==> config.mk <==
export PLATFORM = sky130hd
export DESIGN_NAME = wsc_bus_ctrl
export DESIGN_NICKNAME = d
export VERILOG_FILES = /design/src/rtl/wsc_pkg.sv /design/src/rtl/wsc_cfg_latch.sv /design/src/rtl/wsc_timing.sv /design/src/rtl/wsc_sequencer.sv /design/src/rtl/wsc_bus_ctrl.sv
export SDC_FILE = /design/constraint.sdc
export NUM_CORES = 1
export LEC_CHECK = 0
export BUFFER_PORTS_ARGS = -buffer_cell sky130_fd_sc_hd__buf_4
export CAP_MARGIN = 20
export CELL_PAD_IN_SITES_DETAIL_PLACEMENT = 0
export CELL_PAD_IN_SITES_GLOBAL_PLACEMENT = 2
export CORE_MARGIN = 4
export CORE_UTILIZATION = 25
export DETAILED_ROUTE_END_ITERATION = 8
export PLACE_DENSITY_LB_ADDON = 0.3
export RECOVER_POWER = 50
export SLEW_MARGIN = 20
export SYNTH_ARGS = -nofsm -noshare
export SYNTH_HDL_FRONTEND = slang
export SYNTH_SLANG_ARGS = --single-unit
==> constraint.sdc <==
create_clock -name clk -period 1.99 [get_ports clk]
set_clock_uncertainty 0.15 [all_clocks]
set_input_delay 0.199 -clock clk [delete_from_list [all_inputs] [get_ports clk]]
set_output_delay 0.199 -clock clk [all_outputs]
set_load 0.005 [all_outputs]
==> src/rtl/wsc_pkg.sv <==
package wsc_pkg;
   localparam int CFG_W   = 3;
   localparam int NUM_WIN = 2;

   typedef struct packed {
      logic win;
      logic wide;
      logic seq;
   } wsc_req_t;
endpackage

==> src/rtl/wsc_cfg_latch.sv <==
module wsc_cfg_latch
   import wsc_pkg::*;
#(
   parameter int N_WIN = NUM_WIN
) (
   input  logic                        clk,
   input  logic                        rst_n,
   input  logic                        load,
   input  logic [N_WIN-1:0][CFG_W-1:0] cfg_in,
   output logic [N_WIN-1:0][CFG_W-1:0] cfg_q
);
   for (genvar w = 0; w < N_WIN; w++) begin : g_win
      always_ff @(posedge clk) begin
         if (!rst_n)
            cfg_q[w] <= '0;
         else if (load)
            cfg_q[w] <= cfg_in[w];
      end
   end
endmodule

==> src/rtl/wsc_timing.sv <==
module wsc_timing
   import wsc_pkg::*;
#(
   parameter int CNT_W  = 8,
   parameter int BASE_0 = 10,
   parameter int BASE_1 = 8,
   parameter int BASE_2 = 6,
   parameter int BASE_3 = 18,
   parameter int SLOW_0 = 6,
   parameter int SLOW_1 = 10,
   parameter int FAST   = 4
) (
   input  logic [CFG_W-1:0] cfg,
   input  logic             win,
   input  logic             seq,
   output logic [CNT_W-1:0] first_len,
   output logic [CNT_W-1:0] ext_len
);
   localparam int SLOW_TAB [NUM_WIN] = '{SLOW_0, SLOW_1};

   logic [NUM_WIN-1:0][CNT_W-1:0] slow_len;
   logic [CNT_W-1:0]              base_len;

   for (genvar w = 0; w < NUM_WIN; w++) begin : g_slow
      assign slow_len[w] = CNT_W'(SLOW_TAB[w]);
   end

   always_comb begin
      unique case (cfg[1:0])
         2'd0:    base_len = CNT_W'(BASE_0);
         2'd1:    base_len = CNT_W'(BASE_1);
         2'd2:    base_len = CNT_W'(BASE_2);
         default: base_len = CNT_W'(BASE_3);
      endcase
   end

   assign ext_len   = cfg[2] ? CNT_W'(FAST) : slow_len[win];
   assign first_len = seq ? ext_len : base_len;
endmodule

==> src/rtl/wsc_sequencer.sv <==
module wsc_sequencer
   import wsc_pkg::*;
#(
   parameter int CNT_W = 8
) (
   input  logic             clk,
   input  logic             rst_n,
   input  logic             req_valid,
   input  wsc_req_t         req,
   input  logic [CNT_W-1:0] h1_len,
   input  logic [CNT_W-1:0] h2_len,
   output wsc_req_t         req_q,
   output logic             accept,
   output logic             ready,
   output logic             strobe,
   output logic             half,
   output logic             done,
   output logic [CNT_W-1:0] elapsed
);
   logic             busy;
   logic [CNT_W-1:0] left;
   logic             half_end;

   assign half_end = busy && (left == CNT_W'(1));
   assign done     = half_end && (half || !req_q.wide);
   assign ready    = !busy || done;
   assign accept   = req_valid && ready;

   always_ff @(posedge clk) begin
      if (!rst_n) begin
         busy    <= 1'b0;
         half    <= 1'b0;
         left    <= '0;
         elapsed <= '0;
         strobe  <= 1'b0;
         req_q   <= '0;
      end else begin
         strobe <= 1'b0;
         if (accept) begin
            busy    <= 1'b1;
            half    <= 1'b0;
            left    <= h1_len;
            elapsed <= CNT_W'(1);
            strobe  <= 1'b1;
            req_q   <= req;
         end else if (half_end) begin
            if (!half && req_q.wide) begin
               half    <= 1'b1;
               left    <= h2_len;
               strobe  <= 1'b1;
               elapsed <= elapsed + CNT_W'(1);
            end else begin
               busy <= 1'b0;
               half <= 1'b0;
            end
         end else if (busy) begin
            left    <= left - CNT_W'(1);
            elapsed <= elapsed + CNT_W'(1);
         end
      end
   end
endmodule

==> src/rtl/wsc_bus_ctrl.sv <==
module wsc_bus_ctrl
   import wsc_pkg::*;
#(
   parameter int CNT_W  = 8,
   parameter int BASE_0 = 10,
   parameter int BASE_1 = 8,
   parameter int BASE_2 = 6,
   parameter int BASE_3 = 18,
   parameter int SLOW_0 = 6,
   parameter int SLOW_1 = 10,
   parameter int FAST   = 4
) (
   input  logic             clk,
   input  logic             rst_n,
   input  logic [2:0]       cfg_win0,
   input  logic [2:0]       cfg_win1,
   input  logic             req_valid,
   input  logic             req_win,
   input  logic             req_wide,
   input  logic             req_seq,
   output logic             ready,
   output logic             periph_strobe,
   output logic             periph_half,
   output logic             done,
   output logic [CNT_W-1:0] done_cycles
);
   localparam int MAX_BASE = (BASE_0 > BASE_1 ? BASE_0 : BASE_1) > (BASE_2 > BASE_3 ? BASE_2 : BASE_3)
                           ? (BASE_0 > BASE_1 ? BASE_0 : BASE_1) : (BASE_2 > BASE_3 ? BASE_2 : BASE_3);
   localparam int MAX_EXT  = (SLOW_0 > SLOW_1 ? SLOW_0 : SLOW_1) > FAST
                           ? (SLOW_0 > SLOW_1 ? SLOW_0 : SLOW_1) : FAST;
   localparam int MIN_ALL  = 2;

   if (MAX_BASE + MAX_EXT >= (1 << CNT_W)) begin : g_chk_w
      $error("CNT_W too narrow for the longest access");
   end
   if (BASE_0 < MIN_ALL || BASE_1 < MIN_ALL || BASE_2 < MIN_ALL || BASE_3 < MIN_ALL ||
       SLOW_0 < MIN_ALL || SLOW_1 < MIN_ALL || FAST < MIN_ALL) begin : g_chk_min
      $error("every half must last at least two cycles");
   end

   logic [NUM_WIN-1:0][CFG_W-1:0] cfg_live;
   logic [NUM_WIN-1:0][CFG_W-1:0] cfg_q;
   wsc_req_t                      req_in;
   wsc_req_t                      req_q;
   logic                          accept;
   logic [CNT_W-1:0]              h1_len;
   logic [CNT_W-1:0]              h2_len;
   logic [CNT_W-1:0]              unused_ext;
   logic [CNT_W-1:0]              unused_first;
   logic [CNT_W-1:0]              elapsed;

   assign cfg_live = {cfg_win1, cfg_win0};
   assign req_in   = '{win: req_win, wide: req_wide, seq: req_seq};

   wsc_cfg_latch #(.N_WIN(NUM_WIN)) u_cfg (
      .clk    (clk),
      .rst_n  (rst_n),
      .load   (accept),
      .cfg_in (cfg_live),
      .cfg_q  (cfg_q)
   );

   wsc_timing #(
      .CNT_W(CNT_W), .BASE_0(BASE_0), .BASE_1(BASE_1), .BASE_2(BASE_2), .BASE_3(BASE_3),
      .SLOW_0(SLOW_0), .SLOW_1(SLOW_1), .FAST(FAST)
   ) u_time_new (
      .cfg       (cfg_live[req_win]),
      .win       (req_win),
      .seq       (req_seq),
      .first_len (h1_len),
      .ext_len   (unused_ext)
   );

   wsc_timing #(
      .CNT_W(CNT_W), .BASE_0(BASE_0), .BASE_1(BASE_1), .BASE_2(BASE_2), .BASE_3(BASE_3),
      .SLOW_0(SLOW_0), .SLOW_1(SLOW_1), .FAST(FAST)
   ) u_time_cur (
      .cfg       (cfg_q[req_q.win]),
      .win       (req_q.win),
      .seq       (req_q.seq),
      .first_len (unused_first),
      .ext_len   (h2_len)
   );

   wsc_sequencer #(.CNT_W(CNT_W)) u_seq (
      .clk       (clk),
      .rst_n     (rst_n),
      .req_valid (req_valid),
      .req       (req_in),
      .h1_len    (h1_len),
      .h2_len    (h2_len),
      .req_q     (req_q),
      .accept    (accept),
      .ready     (ready),
      .strobe    (periph_strobe),
      .half      (periph_half),
      .done      (done),
      .elapsed   (elapsed)
   );

   assign done_cycles = done ? elapsed : '0;
endmodule

==> impl_results.md, run 1 <==
- Leakage: ~0.00077 µW
- GRT Total Usage: a little under an eighth
- Top cells by count, synth: dfxtp_1 (23), nand2_1 (16), a21oi_1 (12)
- Placed insts: ~270
- Initial antenna violation count: 0
- Ys Warns: 0
- Fin crit share: 109%
- # rows: 27
- Avg Inst Size Synth: roughly 8.4 µm²
- Core Region: 5510 µm²
- Register share of total power: 43.9%
- Die H: 83.3 µm
- Slowest CP cell: or4_4
- Arrival time at the worst endpoint: approximately 1.8 ns
- Share of cells above drive strength 1: between 30% and 40%
- VDD IR max: between 0.2 and 0.3 mV
- Max Clk Rate: ~460 MHz
- Post-synthesis cell type count: 47
- Seq/Total Area, Yosys: about 32%
- Die area: 6940 µm²
- Status: complete, but fails checks
- Clock transition at path regs: 0.09 ns
- Root buffer cell: clkbuf_8
- P&R area growth vs syn: 32.5%
- Top-count cell post-synth: dfxtp_1
- Vias: around 1400
- Final setup fails: 10
- CTS tree: yes
- Main flop type after synthesis: dfxtp_1
- Worst slew pin tran: about 0.31 ns
- Slew Limit Fails: 0
- Sw Pwr: slightly below 400 µW
- Deepest clock path buffer count: 2
- Pin count of the biggest net entering global routing: 23
- Tmin final: 2.17 ns
- I/O pin count: 24
- Worst-Skew Late Latency: approximately 0.27 ns
- Remaining antenna violation count after routing: 0
- Antenna diodes: 0
- Drt drc: 0
- CTS H-tree depth: 1
- Die width: roughly 83 µm
- Post-synth EDFFs: 0
- Buffers on Ports: 23
- Synth top area cells: dfxtp_1 (32%), mux2i_1 (4.9%), a21oi_1 (4.2%)
- Max_cap viols: 0
- Multi-input gate area: approximately 900 µm²
- Clock sinks: 23
- Hold-fix buffers at CTS: 0
- Worst path cell trace: or4_4 -> nor4_4 -> buf_6 -> and2_1 -> buf_4
- Final wirelength: slightly below 4 mm
- Pwr/cell area: between 600 and 700 nW/µm²
- Pint: about 810 µW
- CP max FO: 10
- Critical Path Sink Type: primary output
- First-pass GRT wire length: ~6.6 mm
- Data required time of the worst path: 1.64 ns
- CP Class: reg2out
- Final Hold Viols: 0
- Violations in the final reports: setup timing
- Starting density of the core: about a quarter
- # fillers: just under 600
- Nets@finish: 225
- Slew headroom: 78.9%
- Fin cells: between 200 and 300
- Num CTS Buffers: 3
- Total iterations of the first detailed-routing run: 4
- Final worst slack: -0.178 ns
- Top cell type's share of synthesized area: 32.5%
- Crit-path leading delay family: simple AND/OR/NAND/NOR gates
- RSZ-0062 raised after global routing: true
- Final GP Congestion: between 0.7 and 0.8
- Dpl hpwl: ~3.0 mm
- Worst setup SP type: register
- Global route overflow: 0
- HP Class: in2reg
- Switching Share: between 30% and 40%
- CP peak stage delay: 0.57 ns
- Initial DRC count: 46
- #FFs+latches synth: 23
- Vias in the first global route: around 1300
- Sequential cell area: 464 µm²
- Clock Power Share: approximately 26%
- Number of vias per cell: 4.85
- Gate power share: 30.6%
- Async SR Flop Fraction: 0%
- Critical path buffers and inverters: 2
- Mapped cell area: approximately 1400 µm²
- WL/cell: 13.9 µm
- Yosys top cell by area: dfxtp_1
- Syn nets: between 150 and 200
- Overall power: 1200 µW
- Synth Instances: 168
-- worst paths after layout --
check,from,endpoint,slack [ns],cells past startpoint
worst max-delay path,u_seq.left[4],done_cycles[0],-0.18,5
worst min-delay path,cfg_win0[2],u_cfg.cfg_q[2],0.03,3
worst max register to register,u_seq.left[4],u_seq.elapsed[7],0.03,7
worst min register to register,u_cfg.cfg_q[2],u_cfg.cfg_q[2],0.32,2
-- power groups by stage --
stage                     logic, µW  registers [µW]  clock network [µW]
after CTS                       365             525                 319
final                           366             525                 306
after floorplan                 209             530                   0
after global routing            402             530                 332
after global placement          340             532                   0
after detailed placement        341             532                   0
-- worst register-to-register path, cell delays in order (launching register included) --
cell and delay [ns]:
dfxtp_2 0.37, buf_4 0.13, nor4_4 0.04, clkbuf_2 0.19
a31oi_4 0.23, inv_1 0.12, or4_4 0.53, a21oi_2 0.14
-- layout make-up --
cell class,count,share of cell area (%)
well taps,72,4.79
clock buffers,3,2.20
repair buffers,45,17.9
multi-input cells,130,48.7
inverters,7,1.40
clock inverters,1,0.266
flip-flops and latches,23,24.7
-- state kept, by name, summed over array words and instances (netlist names) --
| register | cells |
|---|---|
| u_seq.elapsed | 8 |
| u_seq.left | 8 |
| u_cfg.cfg_q | 2 |
| u_seq.req_q | 2 |
| u_seq.busy | 1 |
| u_seq.half | 1 |
| u_seq.strobe | 1 |
-- placed cells by master, fill, tap and decap left out, drive strengths merged, types with 2 or more instances in the layout --
master and n:
o221ai 2, and2 8, or3b 2, inv 7, o221a 3, nand3 2
a21oi 13, o21ai 12, xor2 2, and3 5, nand2b 2, nand2 16
clkbuf 8, nand4 7, buf 40, nor3b 4, a21boi 2, nor3 4
nor2 6, or4 2, a31oi 3, or3 5, ha 3, mux2i 7
nor4 4, nor2b 5, xnor2 2, dfxtp 23
-- per-stage QoR --
step	hold WS [ns]	util, %	area [µm²]	worst slack, ns	TNS [ns]
3_3_place_gp	0.302	32.2	1770	0.0274	0
5_1_grt	0.0265	34.1	1880	-0.255	-2.37
6_report	0.0287	34.1	1880	-0.178	-1.50
3_5_place_dp	0.309	32.2	1770	-0.00298	-0.00298
2_1_floorplan	0.191	-	1420	0.0369	0
4_1_cts	0.0222	33.9	1860	-0.197	-1.54
-- logic make-up after synthesis --
logic type | count (synthesis) | synth area share [%]
AOI/OAI and AO/OA | 42 | 20.3
buffers and inverters | 15 | 4.85
and+or+nand+nor | 74 | 32.4
xor gates and xnor gates | 4 | 2.47
DFF | 23 | 32.5
muxes | 7 | 4.94
adders and majority gates | 3 | 2.65
-- routing by layer --
metal / up-vias / GRT usage (%) / part of all wire, %
li1: 696 / - / -
met1: 643 / 15.1 / 49
met2: 21 / 18.1 / 46
met3: 4 / 2.38 / 3.4
met4: 0 / 4.61 / 1.5
met5: - / 0 / 0
-- repair_timing --
action                                 CTS  global route
endpoints found under the hold margin    0             0
setup endpoints to repair               11            15
buffers inserted                         3             1
pin swaps                                1             1
resized for setup                        7             7
Power figures use the tool's default switching activity.
==> run 2: changes to the inputs <==
--- a/config.mk
+++ b/config.mk
@@ -5,11 +5,12 @@
 export SDC_FILE = /design/constraint.sdc
 export NUM_CORES = 1
 export LEC_CHECK = 0
+export ABC_AREA = 1
 export BUFFER_PORTS_ARGS = -buffer_cell sky130_fd_sc_hd__buf_4
 export CAP_MARGIN = 20
 export CELL_PAD_IN_SITES_DETAIL_PLACEMENT = 0
 export CELL_PAD_IN_SITES_GLOBAL_PLACEMENT = 2
-export CORE_MARGIN = 4
+export CORE_MARGIN = 2
 export CORE_UTILIZATION = 25
 export DETAILED_ROUTE_END_ITERATION = 8
 export PLACE_DENSITY_LB_ADDON = 0.3
==> impl_results.md, run 2 <==
- Hold slack final: about 0.043 ns
- Largest family of logic cells by synthesized area: simple AND/OR/NAND/NOR gates
- Post-Synth Simple-Gate Area: roughly two fifths
- Total iterations of the first detailed-routing run: 6
- Post-synthesis mux area share: 0%
- Buffers on Ports: 23
- Clock transition at path regs: 0.08 ns
- HP Class: in2reg
- Share of cells above drive strength 1: 15.8%
- WL/cell: ~11 µm
- Post-synth EDFFs: 0
- Final GP Congestion: approximately 0.71
- Async SR Flop Fraction: 0%
- Fraction of synthesized cell area in xor and xnor cells: about 3.8%
- First-pass GRT wire length: roughly 6.2 mm
- Global route overflow: 0
- Clock sinks: 23
- Die area: around 6200 µm²
- Initial antenna violation count: 0
- Avg Inst Size Synth: ~6.2 µm²
- Hold-fix buffers at CTS: 0
- Die width: slightly below 80 µm
- Post-CTS Setup Repair Bufs: 0
- Die H: between 70 and 80 µm
- Remaining antenna violation count after routing: 0
- Max Clk Rate: approximately 540 MHz
- Synth top area cells: dfxtp_1 (33%), nand2_1 (17%), inv_1 (10%)
- Slew headroom: between 70% and 80%
- Commonest non-fill, non-tap cells in the layout: nand2_1 (63), inv_1 (37), nor2_1 (30)
- Initial DRC count: between 40 and 50
- Fin crit share: between 90 and 100%
- Final Hold Viols: 0
- Data required time of the worst path: ~1.6 ns
- Share of the synthesized area in compound gates (AO/OA/AOI/OAI): under 10%
- Vias in the first global route: between 1000 and 1500
- Pin count of the biggest net entering global routing: 13
- CP max FO: 10
- Mapped cell area: 1400 µm²
- Largest registers: u_seq.elapsed x8, u_seq.left x8
- Max_cap viols: 0
- Root buffer cell: clkbuf_8
- Antenna diodes: 0
- Starting density of the core: between 20% and 30%
- Slew Limit Fails: 0
- Core Region: approximately 5400 µm²
- Post-route cell area: ~1700 µm²
- Synth Area in Adders: between 2 and 3%
- Seq/Total Area, Yosys: 32.9%
- Nets@finish: between 200 and 300
- Worst setup SP type: register
- Setup TNS Final: 0 ns
- #FFs+latches synth: 23
- Post-synthesis cell type count: 21
- Leakage: 0.000827 µW
- Top cells by count, synth: nand2_1 (62), inv_1 (38), nor2_1 (31)
- Dpl hpwl: approximately 2.9 mm
- CTS H-tree depth: 1
- Worst-Skew Late Latency: approximately 0.26 ns
- Number of vias per cell: approximately 4.3
- Synth Instances: approximately 230
- Yosys top cell by area: dfxtp_1
- Worst slew pin tran: about 0.35 ns
- Main flop type after synthesis: dfxtp_1
- I/O pin count: 24
- CP Class: reg2out
- Pwr/cell area: ~640 nW/µm²
- Ys Warns: 0
- Status: finished clean
- RSZ-0062 raised after global routing: false
- Deepest clock path buffer count: 2
- Top-count cell post-synth: nand2_1
- CTS tree: yes
- Vias: approximately 1400
- Final wirelength: ~3.5 mm
- Top cell type's share of synthesized area: between 30% and 40%
- # rows: 27
- Tmin final: about 1.9 ns
- Drt drc: 0
- Syn nets: around 240
- Placed cell area: around 1700 µm²
- Num CTS Buffers: 3
- Arrival time at the worst endpoint: approximately 1.5 ns
- # fillers: 622
- P&R area growth vs syn: 21.9%
- Final setup fails: 0
- Commonest non-fill, non-tap cell in the layout: nand2_1
- Critical Path Sink Type: primary output
- VDD IR max: roughly 0.21 mV
- GRT Total Usage: between 10% and 20%
-- run 2: cell types whose count changed in the layout (fill, tap and decap cells not counted), moves of 4 or more --
| cell | change |
|---|---|
| nand2_1 | +47 |
| mux2i_1 | -7 |
| inv_1 | +32 |
| nor2_1 | +24 |
| or3_1 | -5 |
| buf_4 | -17 |
| nor2b_1 | -5 |
| and3_1 | -5 |
| nand3_1 | +20 |
| and2_1 | -8 |
| xor2_1 | +4 |
-- run 2: report_power, final --
group	switching [µW]	internal (µW)	leakage, µW
logic	169	106	0.000615
registers	25.7	491	0.000188
clock network	154	143	0.0000228
-- run 2: worst paths after layout --
kind | slack (ns) | startpoint | cells after the start | endpoint
hold reg to reg | 0.32 | u_seq.elapsed[6] | 2 | u_seq.elapsed[6]
hold / removal | 0.04 | req_wide | 3 | u_seq.req_q[1]
setup / recovery | 0.13 | u_seq.left[1] | 8 | done_cycles[1]
setup reg to reg | 0.14 | u_seq.left[1] | 12 | u_seq.elapsed[3]
-- run 2: logic make-up (layout without fill, tap and decap cells) --
logic type	Yosys count	in the layout
and+or+nand+nor	133	133
buffers and inverters	42	68
DFF	23	23
AOI/OAI and AO/OA	20	20
xor gates and xnor gates	6	6
adders and majority gates	3	3
-- run 2: final cells by class --
type	instances	area (µm²)	share of cell area, %
Tap cell	72	90.1	5.28
Clock buffer	4	45.0	2.64
Multi-Input combinational cell	162	772	45.3
Inverter	39	146	8.58
Sequential cell	23	460	27.0
Timing Repair Buffer	25	191	11.2
-- run 2: through the flow --
step,total power [µW],setup slack (ns),std cells,utilization [%]
2_1_floorplan,722,0.413,227,-
6_report,1090,0.135,325,31.4
3_5_place_dp,806,0.140,321,30.5
5_1_grt,1170,0.0000862,325,31.4
4_1_cts,1110,0.0239,325,31.3
3_3_place_gp,808,0.133,321,30.5
-- run 2: per-layer routing --
metal,routed length [µm],part of all wire [%],vias up,global-route usage [%]
li1,-,-,753,-
met2,1650,47,25,20.7
met4,37,1.0,0,4.21
met3,136,3.8,4,2.50
met5,0,0,-,0
met1,1710,48,611,16.4
-- run 2: critical path, stage by stage, from the launching register on --
cell,delay [ns]
dfxtp_1,0.33
inv_2,0.08
ha_1,0.14
nand2_1,0.08
nor2_2,0.14
nand3_2,0.11
buf_6,0.16
nor2_1,0.09
buf_4,0.12
-- run 2: repair_timing --
| action | CTS | global route |
|---|---|---|
| hold endpoints to repair | 0 | 0 |
| gates resized for setup | 0 | 3 |
| endpoints found under the setup margin | 0 | 13 |
